`src/rtl/thermal_regbank_pkg.sv`:
```
package thermal_regbank_pkg;
  localparam int ADDR_W   = 8;
  localparam int DATA_W   = 16;
  localparam int SAMPLE_W = 13;
  localparam int N_LIMITS = 3;

  localparam logic [ADDR_W-1:0] A_CAP  = 8'h00;
  localparam logic [ADDR_W-1:0] A_CFG  = 8'h01;
  localparam logic [ADDR_W-1:0] A_HIGH = 8'h02;
  localparam logic [ADDR_W-1:0] A_LOW  = 8'h03;
  localparam logic [ADDR_W-1:0] A_CRIT = 8'h04;
  localparam logic [ADDR_W-1:0] A_TEMP = 8'h05;
  localparam logic [ADDR_W-1:0] A_MFR  = 8'h06;
  localparam logic [ADDR_W-1:0] A_DEV  = 8'h07;

  localparam logic [DATA_W-1:0] CAP_VAL    = 16'h007F;
  localparam logic [DATA_W-1:0] MFR_VAL    = 16'h1B09;
  localparam logic [DATA_W-1:0] DEV_VAL    = 16'h0813;
  localparam logic [DATA_W-1:0] LIMIT_MASK = 16'h1FFC;

  typedef struct packed {
    logic [1:0] hyst;
    logic       shdn;
    logic       crit_lock;
    logic       alarm_lock;
    logic       ev_en;
    logic       crit_only;
    logic       ev_pol;
    logic       ev_mode;
  } cfg_t;
endpackage

```
`src/rtl/thermal_regbank_cfg.sv`:
```
module thermal_regbank_cfg
  import thermal_regbank_pkg::*;
(
  input  logic              clk_i,
  input  logic              rst_ni,
  input  logic              wr_i,
  input  logic [DATA_W-1:0] wd_i,
  output cfg_t              cfg_o,
  output logic              clear_o
);
  cfg_t q, d;
  logic any_lock;

  assign any_lock = q.crit_lock | q.alarm_lock;

  always_comb begin
    d = q;
    if (wr_i) begin
      d.crit_lock  = q.crit_lock  | wd_i[7];
      d.alarm_lock = q.alarm_lock | wd_i[6];
      if (!any_lock) begin
        d.hyst    = wd_i[10:9];
        d.ev_en   = wd_i[3];
        d.ev_pol  = wd_i[1];
        d.ev_mode = wd_i[0];
      end
      // locks allow clearing only
      d.shdn      = any_lock     ? (q.shdn & wd_i[8])      : wd_i[8];
      d.crit_only = q.alarm_lock ? (q.crit_only & wd_i[2]) : wd_i[2];
    end
  end

  always_ff @(posedge clk_i or negedge rst_ni) begin
    if (!rst_ni) begin
      q       <= '0;
      clear_o <= 1'b0;
    end else begin
      q       <= d;
      clear_o <= wr_i & wd_i[5];
    end
  end

  assign cfg_o = q;
endmodule

```
`src/rtl/thermal_regbank_limit.sv`:
```
module thermal_regbank_limit
  import thermal_regbank_pkg::*;
(
  input  logic              clk_i,
  input  logic              rst_ni,
  input  logic              wr_i,
  input  logic              lock_i,
  input  logic [DATA_W-1:0] wd_i,
  output logic [DATA_W-1:0] q_o
);
  always_ff @(posedge clk_i or negedge rst_ni) begin
    if (!rst_ni)             q_o <= '0;
    else if (wr_i && !lock_i) q_o <= wd_i & LIMIT_MASK;
  end
endmodule

```
`src/rtl/thermal_regbank_sample.sv`:
```
module thermal_regbank_sample
  import thermal_regbank_pkg::*;
(
  input  logic                clk_i,
  input  logic                rst_ni,
  input  logic                valid_i,
  input  logic                shdn_i,
  input  logic [SAMPLE_W-1:0] sample_i,
  input  logic [2:0]          flags_i,
  output logic [DATA_W-1:0]   q_o
);
  always_ff @(posedge clk_i or negedge rst_ni) begin
    if (!rst_ni)                q_o <= '0;
    else if (valid_i && !shdn_i) q_o <= {flags_i, sample_i};
  end
endmodule

```
`src/rtl/thermal_regbank.sv`:
```
module thermal_regbank
  import thermal_regbank_pkg::*;
(
  input  logic                clk_i,
  input  logic                rst_ni,
  input  logic [ADDR_W-1:0]   addr_i,
  input  logic                wr_en_i,
  input  logic [DATA_W-1:0]   wr_data_i,
  output logic [DATA_W-1:0]   rd_data_o,
  input  logic                sample_valid_i,
  input  logic [SAMPLE_W-1:0] sample_i,
  input  logic                crit_trip_i,
  input  logic                high_trip_i,
  input  logic                low_trip_i,
  input  logic                event_active_i,
  output logic [1:0]          hyst_o,
  output logic                shutdown_o,
  output logic                crit_lock_o,
  output logic                alarm_lock_o,
  output logic                event_en_o,
  output logic                crit_only_o,
  output logic                event_pol_o,
  output logic                event_mode_o,
  output logic                event_clear_o,
  output logic [DATA_W-1:0]   high_limit_o,
  output logic [DATA_W-1:0]   low_limit_o,
  output logic [DATA_W-1:0]   crit_limit_o
);
  cfg_t              cfg;
  logic [DATA_W-1:0] lim_q [N_LIMITS];
  logic [DATA_W-1:0] temp_q;
  logic [DATA_W-1:0] cfg_rd;

  thermal_regbank_cfg u_cfg (
    .clk_i  (clk_i),
    .rst_ni (rst_ni),
    .wr_i   (wr_en_i && addr_i == A_CFG),
    .wd_i   (wr_data_i),
    .cfg_o  (cfg),
    .clear_o(event_clear_o)
  );

  // limits at A_HIGH + i: high, low, crit
  for (genvar i = 0; i < N_LIMITS; i++) begin : g_lim
    localparam logic [ADDR_W-1:0] LADDR = A_HIGH + ADDR_W'(i);
    thermal_regbank_limit u_lim (
      .clk_i (clk_i),
      .rst_ni(rst_ni),
      .wr_i  (wr_en_i && addr_i == LADDR),
      .lock_i((i == N_LIMITS - 1) ? cfg.crit_lock : cfg.alarm_lock),
      .wd_i  (wr_data_i),
      .q_o   (lim_q[i])
    );
  end

  thermal_regbank_sample u_smp (
    .clk_i   (clk_i),
    .rst_ni  (rst_ni),
    .valid_i (sample_valid_i),
    .shdn_i  (cfg.shdn),
    .sample_i(sample_i),
    .flags_i ({crit_trip_i, high_trip_i, low_trip_i}),
    .q_o     (temp_q)
  );

  assign cfg_rd = {5'b0, cfg.hyst, cfg.shdn, cfg.crit_lock, cfg.alarm_lock, 1'b0,
                   event_active_i, cfg.ev_en, cfg.crit_only, cfg.ev_pol, cfg.ev_mode};

  always_comb begin
    unique case (addr_i)
      A_CAP:   rd_data_o = CAP_VAL;
      A_CFG:   rd_data_o = cfg_rd;
      A_HIGH:  rd_data_o = lim_q[0];
      A_LOW:   rd_data_o = lim_q[1];
      A_CRIT:  rd_data_o = lim_q[2];
      A_TEMP:  rd_data_o = temp_q;
      A_MFR:   rd_data_o = MFR_VAL;
      A_DEV:   rd_data_o = DEV_VAL;
      default: rd_data_o = '0;
    endcase
  end

  assign hyst_o       = cfg.hyst;
  assign shutdown_o   = cfg.shdn;
  assign crit_lock_o  = cfg.crit_lock;
  assign alarm_lock_o = cfg.alarm_lock;
  assign event_en_o   = cfg.ev_en;
  assign crit_only_o  = cfg.crit_only;
  assign event_pol_o  = cfg.ev_pol;
  assign event_mode_o = cfg.ev_mode;
  assign high_limit_o = lim_q[0];
  assign low_limit_o  = lim_q[1];
  assign crit_limit_o = lim_q[2];
endmodule

```
`config.mk`:
```
export PLATFORM = sky130hd
export DESIGN_NAME = thermal_regbank
export DESIGN_NICKNAME = d
export VERILOG_FILES = /design/src/rtl/thermal_regbank_pkg.sv /design/src/rtl/thermal_regbank_cfg.sv /design/src/rtl/thermal_regbank_limit.sv /design/src/rtl/thermal_regbank_sample.sv /design/src/rtl/thermal_regbank.sv
export SDC_FILE = /design/constraint.sdc
export NUM_CORES = 1
export LEC_CHECK = 0
export CAP_MARGIN = 20
export CORE_UTILIZATION = 63
export DETAILED_ROUTE_END_ITERATION = 8
export DONT_BUFFER_PORTS = 1
export PLACE_DENSITY = 0.85
export SETUP_SLACK_MARGIN = 0.05
export SYNTH_ARGS = -nofsm -noshare
export SYNTH_HDL_FRONTEND = slang
export SYNTH_SLANG_ARGS = --single-unit
```
`constraint.sdc`:
```
create_clock -name clk_i -period 3.7 [get_ports clk_i]
set_input_delay 1.11 -clock clk_i [delete_from_list [all_inputs] [get_ports clk_i]]
set_output_delay 1.11 -clock clk_i [all_outputs]
set_load 0.02 [all_outputs]
```
* Yosys cells after proc, flatten, opt, wreduce, memory -nomap -nowiden
Cells that the tools add are included.
Cells by class: equal/unequal tests 7, multiplexer cells 3, bitwise gates (word level) 7, reductions and logical operators 13
Operators by type and width (number):
- $pmux W16 S8 | 1
- $eq A8 B3 Y1 const B | 4
- $eq A8 B2 Y1 const B | 2
- $eq A8 B1 Y1 const B | 1
- $logic_and A1 B1 Y1 | 8
- $logic_not A8 Y1 | 1
- $and A1 B1 Y1 | 3
- $logic_not A1 Y1 | 3
- $or A1 B1 Y1 | 3
- $mux W1 | 2
- $reduce_and A2 Y1 | 1
- $not A1 Y1 | 1
Storage, ports and cells: bits in registers 59, logic and storage cells 43

* Logic depth before layout (Yosys ltp)
word-level depth 3, gate-level depth with buffers 7

* Cells and area by module
From an unflattened synthesis, not the netlist that was laid out.
Second synthesis, totals: cells, all modules 265, area total of the unflattened synthesis 3349.5 µm²
Modules (own cells, without submodules):
- thermal_regbank_limit | times used 3, cells each 30, area each 511.7 µm², seq. area each 275.3 µm²
- thermal_regbank | times used 1, cells each 116, area each 773.2 µm², seq. area each 0.0 µm²
- thermal_regbank_sample | times used 1, cells each 35, area each 663.1 µm², seq. area each 400.4 µm²
- thermal_regbank_cfg | times used 1, cells each 24, area each 377.9 µm², seq. area each 250.2 µm²

* Least setup slack after synthesis
OpenSTA, ideal clock, no wires.
kind input to output, start input port addr_i[0], end output port rd_data_o[8], arrival 2.490 ns, setup slack 0.100 ns, cell stages on the path 5, cell sequence buf_2 -> nor2b_1 -> clkbuf_1 -> a21oi_1 -> a211oi_1
Between the ends: longest elaborated chain between the ends 2, elaborated cells on any way between the ends 9
RTL lines:
- from (decl) | line thermal_regbank.sv:6 | input logic [ADDR_W-1:0] addr_i,
- $eq A8 B3 Y1, or another cell as far along | line thermal_regbank.sv:70 | unique case (addr_i)
- $pmux W16 S8 * | line thermal_regbank.sv:70
- to (decl) | line thermal_regbank.sv:9 | output logic [DATA_W-1:0] rd_data_o,
Mark *: on every way between the ends. The rest lies on a longest branch, timed or not.

* Worst setup path after layout
start input port addr_i[5], end output port rd_data_o[9]
The elaborated chain is that of the path after synthesis.

==> run summary <==
Total placed instance area -> 3060 um2
Antenna violations before repair -> 0
I/O pins -> 119
Crit-path max FO -> 7
Post-Syn Area per Cell -> 11.9 um2
Vias in the first global route -> 2068
Run status -> complete, but fails checks
Post-synthesis cell count -> 254
Cell at the root of the clock tree -> clkbuf_8
Worst clock skew -> 10.5 ps
Met3 layer usage reported by global route -> 8.86%
Number of flops mapped to enable cells by yosys -> 0
Seq/Total Area, Yosys -> 48.7%
Data arrival time of the critical path -> 2360 ps
Buffers on Ports -> 0
Cell depth of the worst flop-to-flop path -> 4
CTS hold repair buffers -> 0
Worst path required time -> 2590 ps
Number of failing hold endpoints at the final stage -> 0
Max Buffers Root-to-Sink -> 2
CTS clock-pin slew for the worst setup and hold paths -> 70 ps
Worst vdd ir -> 0.287 mV
Post-route cell area -> 3220 um2
Iteration-0 DRC count of the detailed router -> 102
Achievable clock frequency -> 0.288 GHz
Total power draw -> 1.34 mW
TritonCTS buffer count -> 9
Ys flop type -> dfrtp_1
Global-route wire length before repair -> 11000 um
Number of maximum-capacitance constraint violations -> 0
Filler cells -> 312
Worst rel slew slack -> 60.3%
Share of synthesized registers carrying an async set or reset -> 100%
Yosys warns -> 0
Areal power density over the cells -> 417 nW/um2
Violations in the final reports -> design-rule violations
Area growth, synth to finish -> 6.15%
Total via count after detailed routing -> 2065
Classification of the worst setup path -> in2out
Number of pins with negative max-slew slack in the final report -> 0
Die Y-Extent -> 71.3 um
GPL Wtd Cong -> 0.784
Top cells by instance count after synthesis -> dfrtp_1 (59), mux2_2 (59), buf_4 (16), nor2_1 (13), nand2_1 (9)
Overall Global Routing Usage -> 29.8%
Leakage -> 1.53 nW
Top cell type's share of synthesized area -> 48.7%
Capturing element type of the critical path -> output port
Number of storage elements in the synthesis netlist -> 59
Final Setup Violations -> 0
Period utilization -> 93.8%
Clock tree from TritonCTS -> built
Kind of start point of the critical path -> primary input
Summed negative setup slack over all endpoints -> 0 ps
CORE AREA -> 4470 um2
Number of inserted diodes -> 0
Width of the die -> 71.3 um
Die area -> 5090 um2
Class of the tightest hold or removal check -> in2async
Post-detailed-route count of antenna-violating nets -> 0
Synth Cell Area -> 3030 um2
CTS Sinks -> 59
Number of standard-cell rows in the floorplan -> 24
Post-DR wirelength/cell -> 22.6 um
RSZ-0062 raised after global routing -> false
Met1 track demand over resource -> 36.8%
Final wirelength -> 7200 um
Initial core utilization -> 67.7%
Deepest level of the CTS H-tree -> 3
Number of nets in the layout -> 307
Clock latency at the later pin of the worst-skew pair -> 340 ps
Total gr overflow -> 0
Met2 global-route usage -> 48.0%
Synth top area cells -> dfrtp_1 (49%), mux2_2 (22%), buf_4 (4.0%), mux2i_1 (2.3%), nor2_1 (1.6%)
Unique cell type count in the Yosys netlist -> 42
Pin count of the biggest net entering global routing -> 60
Final worst path period need -> 3470 ps
Most area-hungry cell type in the Yosys netlist -> dfrtp_1
DRC violations left -> 8
Detail-routed via count per cell -> 6.47
Detailed placer's ending HPWL -> 4990 um
Iteration count of the initial detailed-routing pass -> 7
GRT Max-Usage Layer -> met2
Post-cts resize count -> 0
Share of post-route cells with drive strength above 1 -> 33.7%
Post-CTS Setup Bufs -> 0
Slew at the pin with the worst max-slew slack -> 593 ps
## cells by family (layout without fill, tap and decap cells)
family	after synthesis	count (layout)	share of synthesized area, %
simple gates	58	58	12.0
flops	59	59	48.7
other cells	1	15	0.124
buf+inv	35	34	6.77
mux	66	66	24.2
compound gates	35	35	8.10
## layer usage
metal	vias up	routed length, um
li1	912	-
met5	-	0
met2	109	3510
met4	0	180
met3	18	633
met1	1026	2870
## layout by cell type, fill, tap and decap left out, types with 5 or more instances in the layout
cell	instances
a21oi_1	8
buf_4	14
clkbuf_8	9
conb_1	15
dfrtp_1	59
mux2_2	59
mux2i_1	7
nand2_1	9
nand3_1	5
nand4_1	6
nor2_1	13
nor2b_1	6
o21ai_0	5
## per-stage QoR
| step | std cells | hold WS, ps | worst slack, ps | util [%] |
|---|---|---|---|---|
| 5_1_grt | 319 | 449 | 91.7 | 71.9 |
| 6_report | 319 | 455 | 230 | 71.9 |
| 3_3_place_gp | 303 | 483 | 260 | 68.4 |
| 3_5_place_dp | 303 | 489 | 240 | 68.4 |
| 4_1_cts | 319 | 451 | 238 | 71.9 |
| 2_1_floorplan | 268 | 472 | 99.9 | - |
## report_power, final
part	internal [mW]	switching [mW]	total [mW]	leakage, nW
registers	0.687	0.0626	0.749	0.779
logic	0.0600	0.0539	0.114	0.667
clock network	0.240	0.239	0.479	0.0812
## critical path, stage by stage
cell and delay, ps:
nor4_4 390, and2b_1 310, nand2_1 150, o22ai_1 200
buf_4 190
## final timing paths
kind                                start                    end  slack (ps)
min reg2reg                 u_smp.q_o[13]          u_smp.q_o[13]         500
max in group asynchronous          rst_ni  g_lim[2].u_lim.q_o[8]        3100
min                                rst_ni  g_lim[0].u_lim.q_o[5]         460
max                             addr_i[5]           rd_data_o[9]         230
max reg2reg                u_cfg.cfg_o[5]  g_lim[2].u_lim.q_o[8]        1750
min in group clk_i          u_smp.q_o[13]          u_smp.q_o[13]         500
## area by class of cell
class                      instances  area (um2)  share of cell area (%)
multi-input combinational        174        1400                    43.5
tap                               52        65.1                    2.02
sequential                        59        1480                    45.9
clock buffer                      13         139                    4.32
timing repair buffer              14         105                    3.27
clock inverter                     3        15.0                   0.467
inverter                           4        15.0                   0.467
## state kept, by name (all words and copies together) (netlist names)
| register | count |
|---|---|
| g_lim.u_lim.q_o | 33 |
| u_cfg.cfg_o | 9 |
| u_cfg.clear_o | 1 |
| u_smp.q_o | 16 |
No activity file was read; power rests on OpenSTA's default activity.
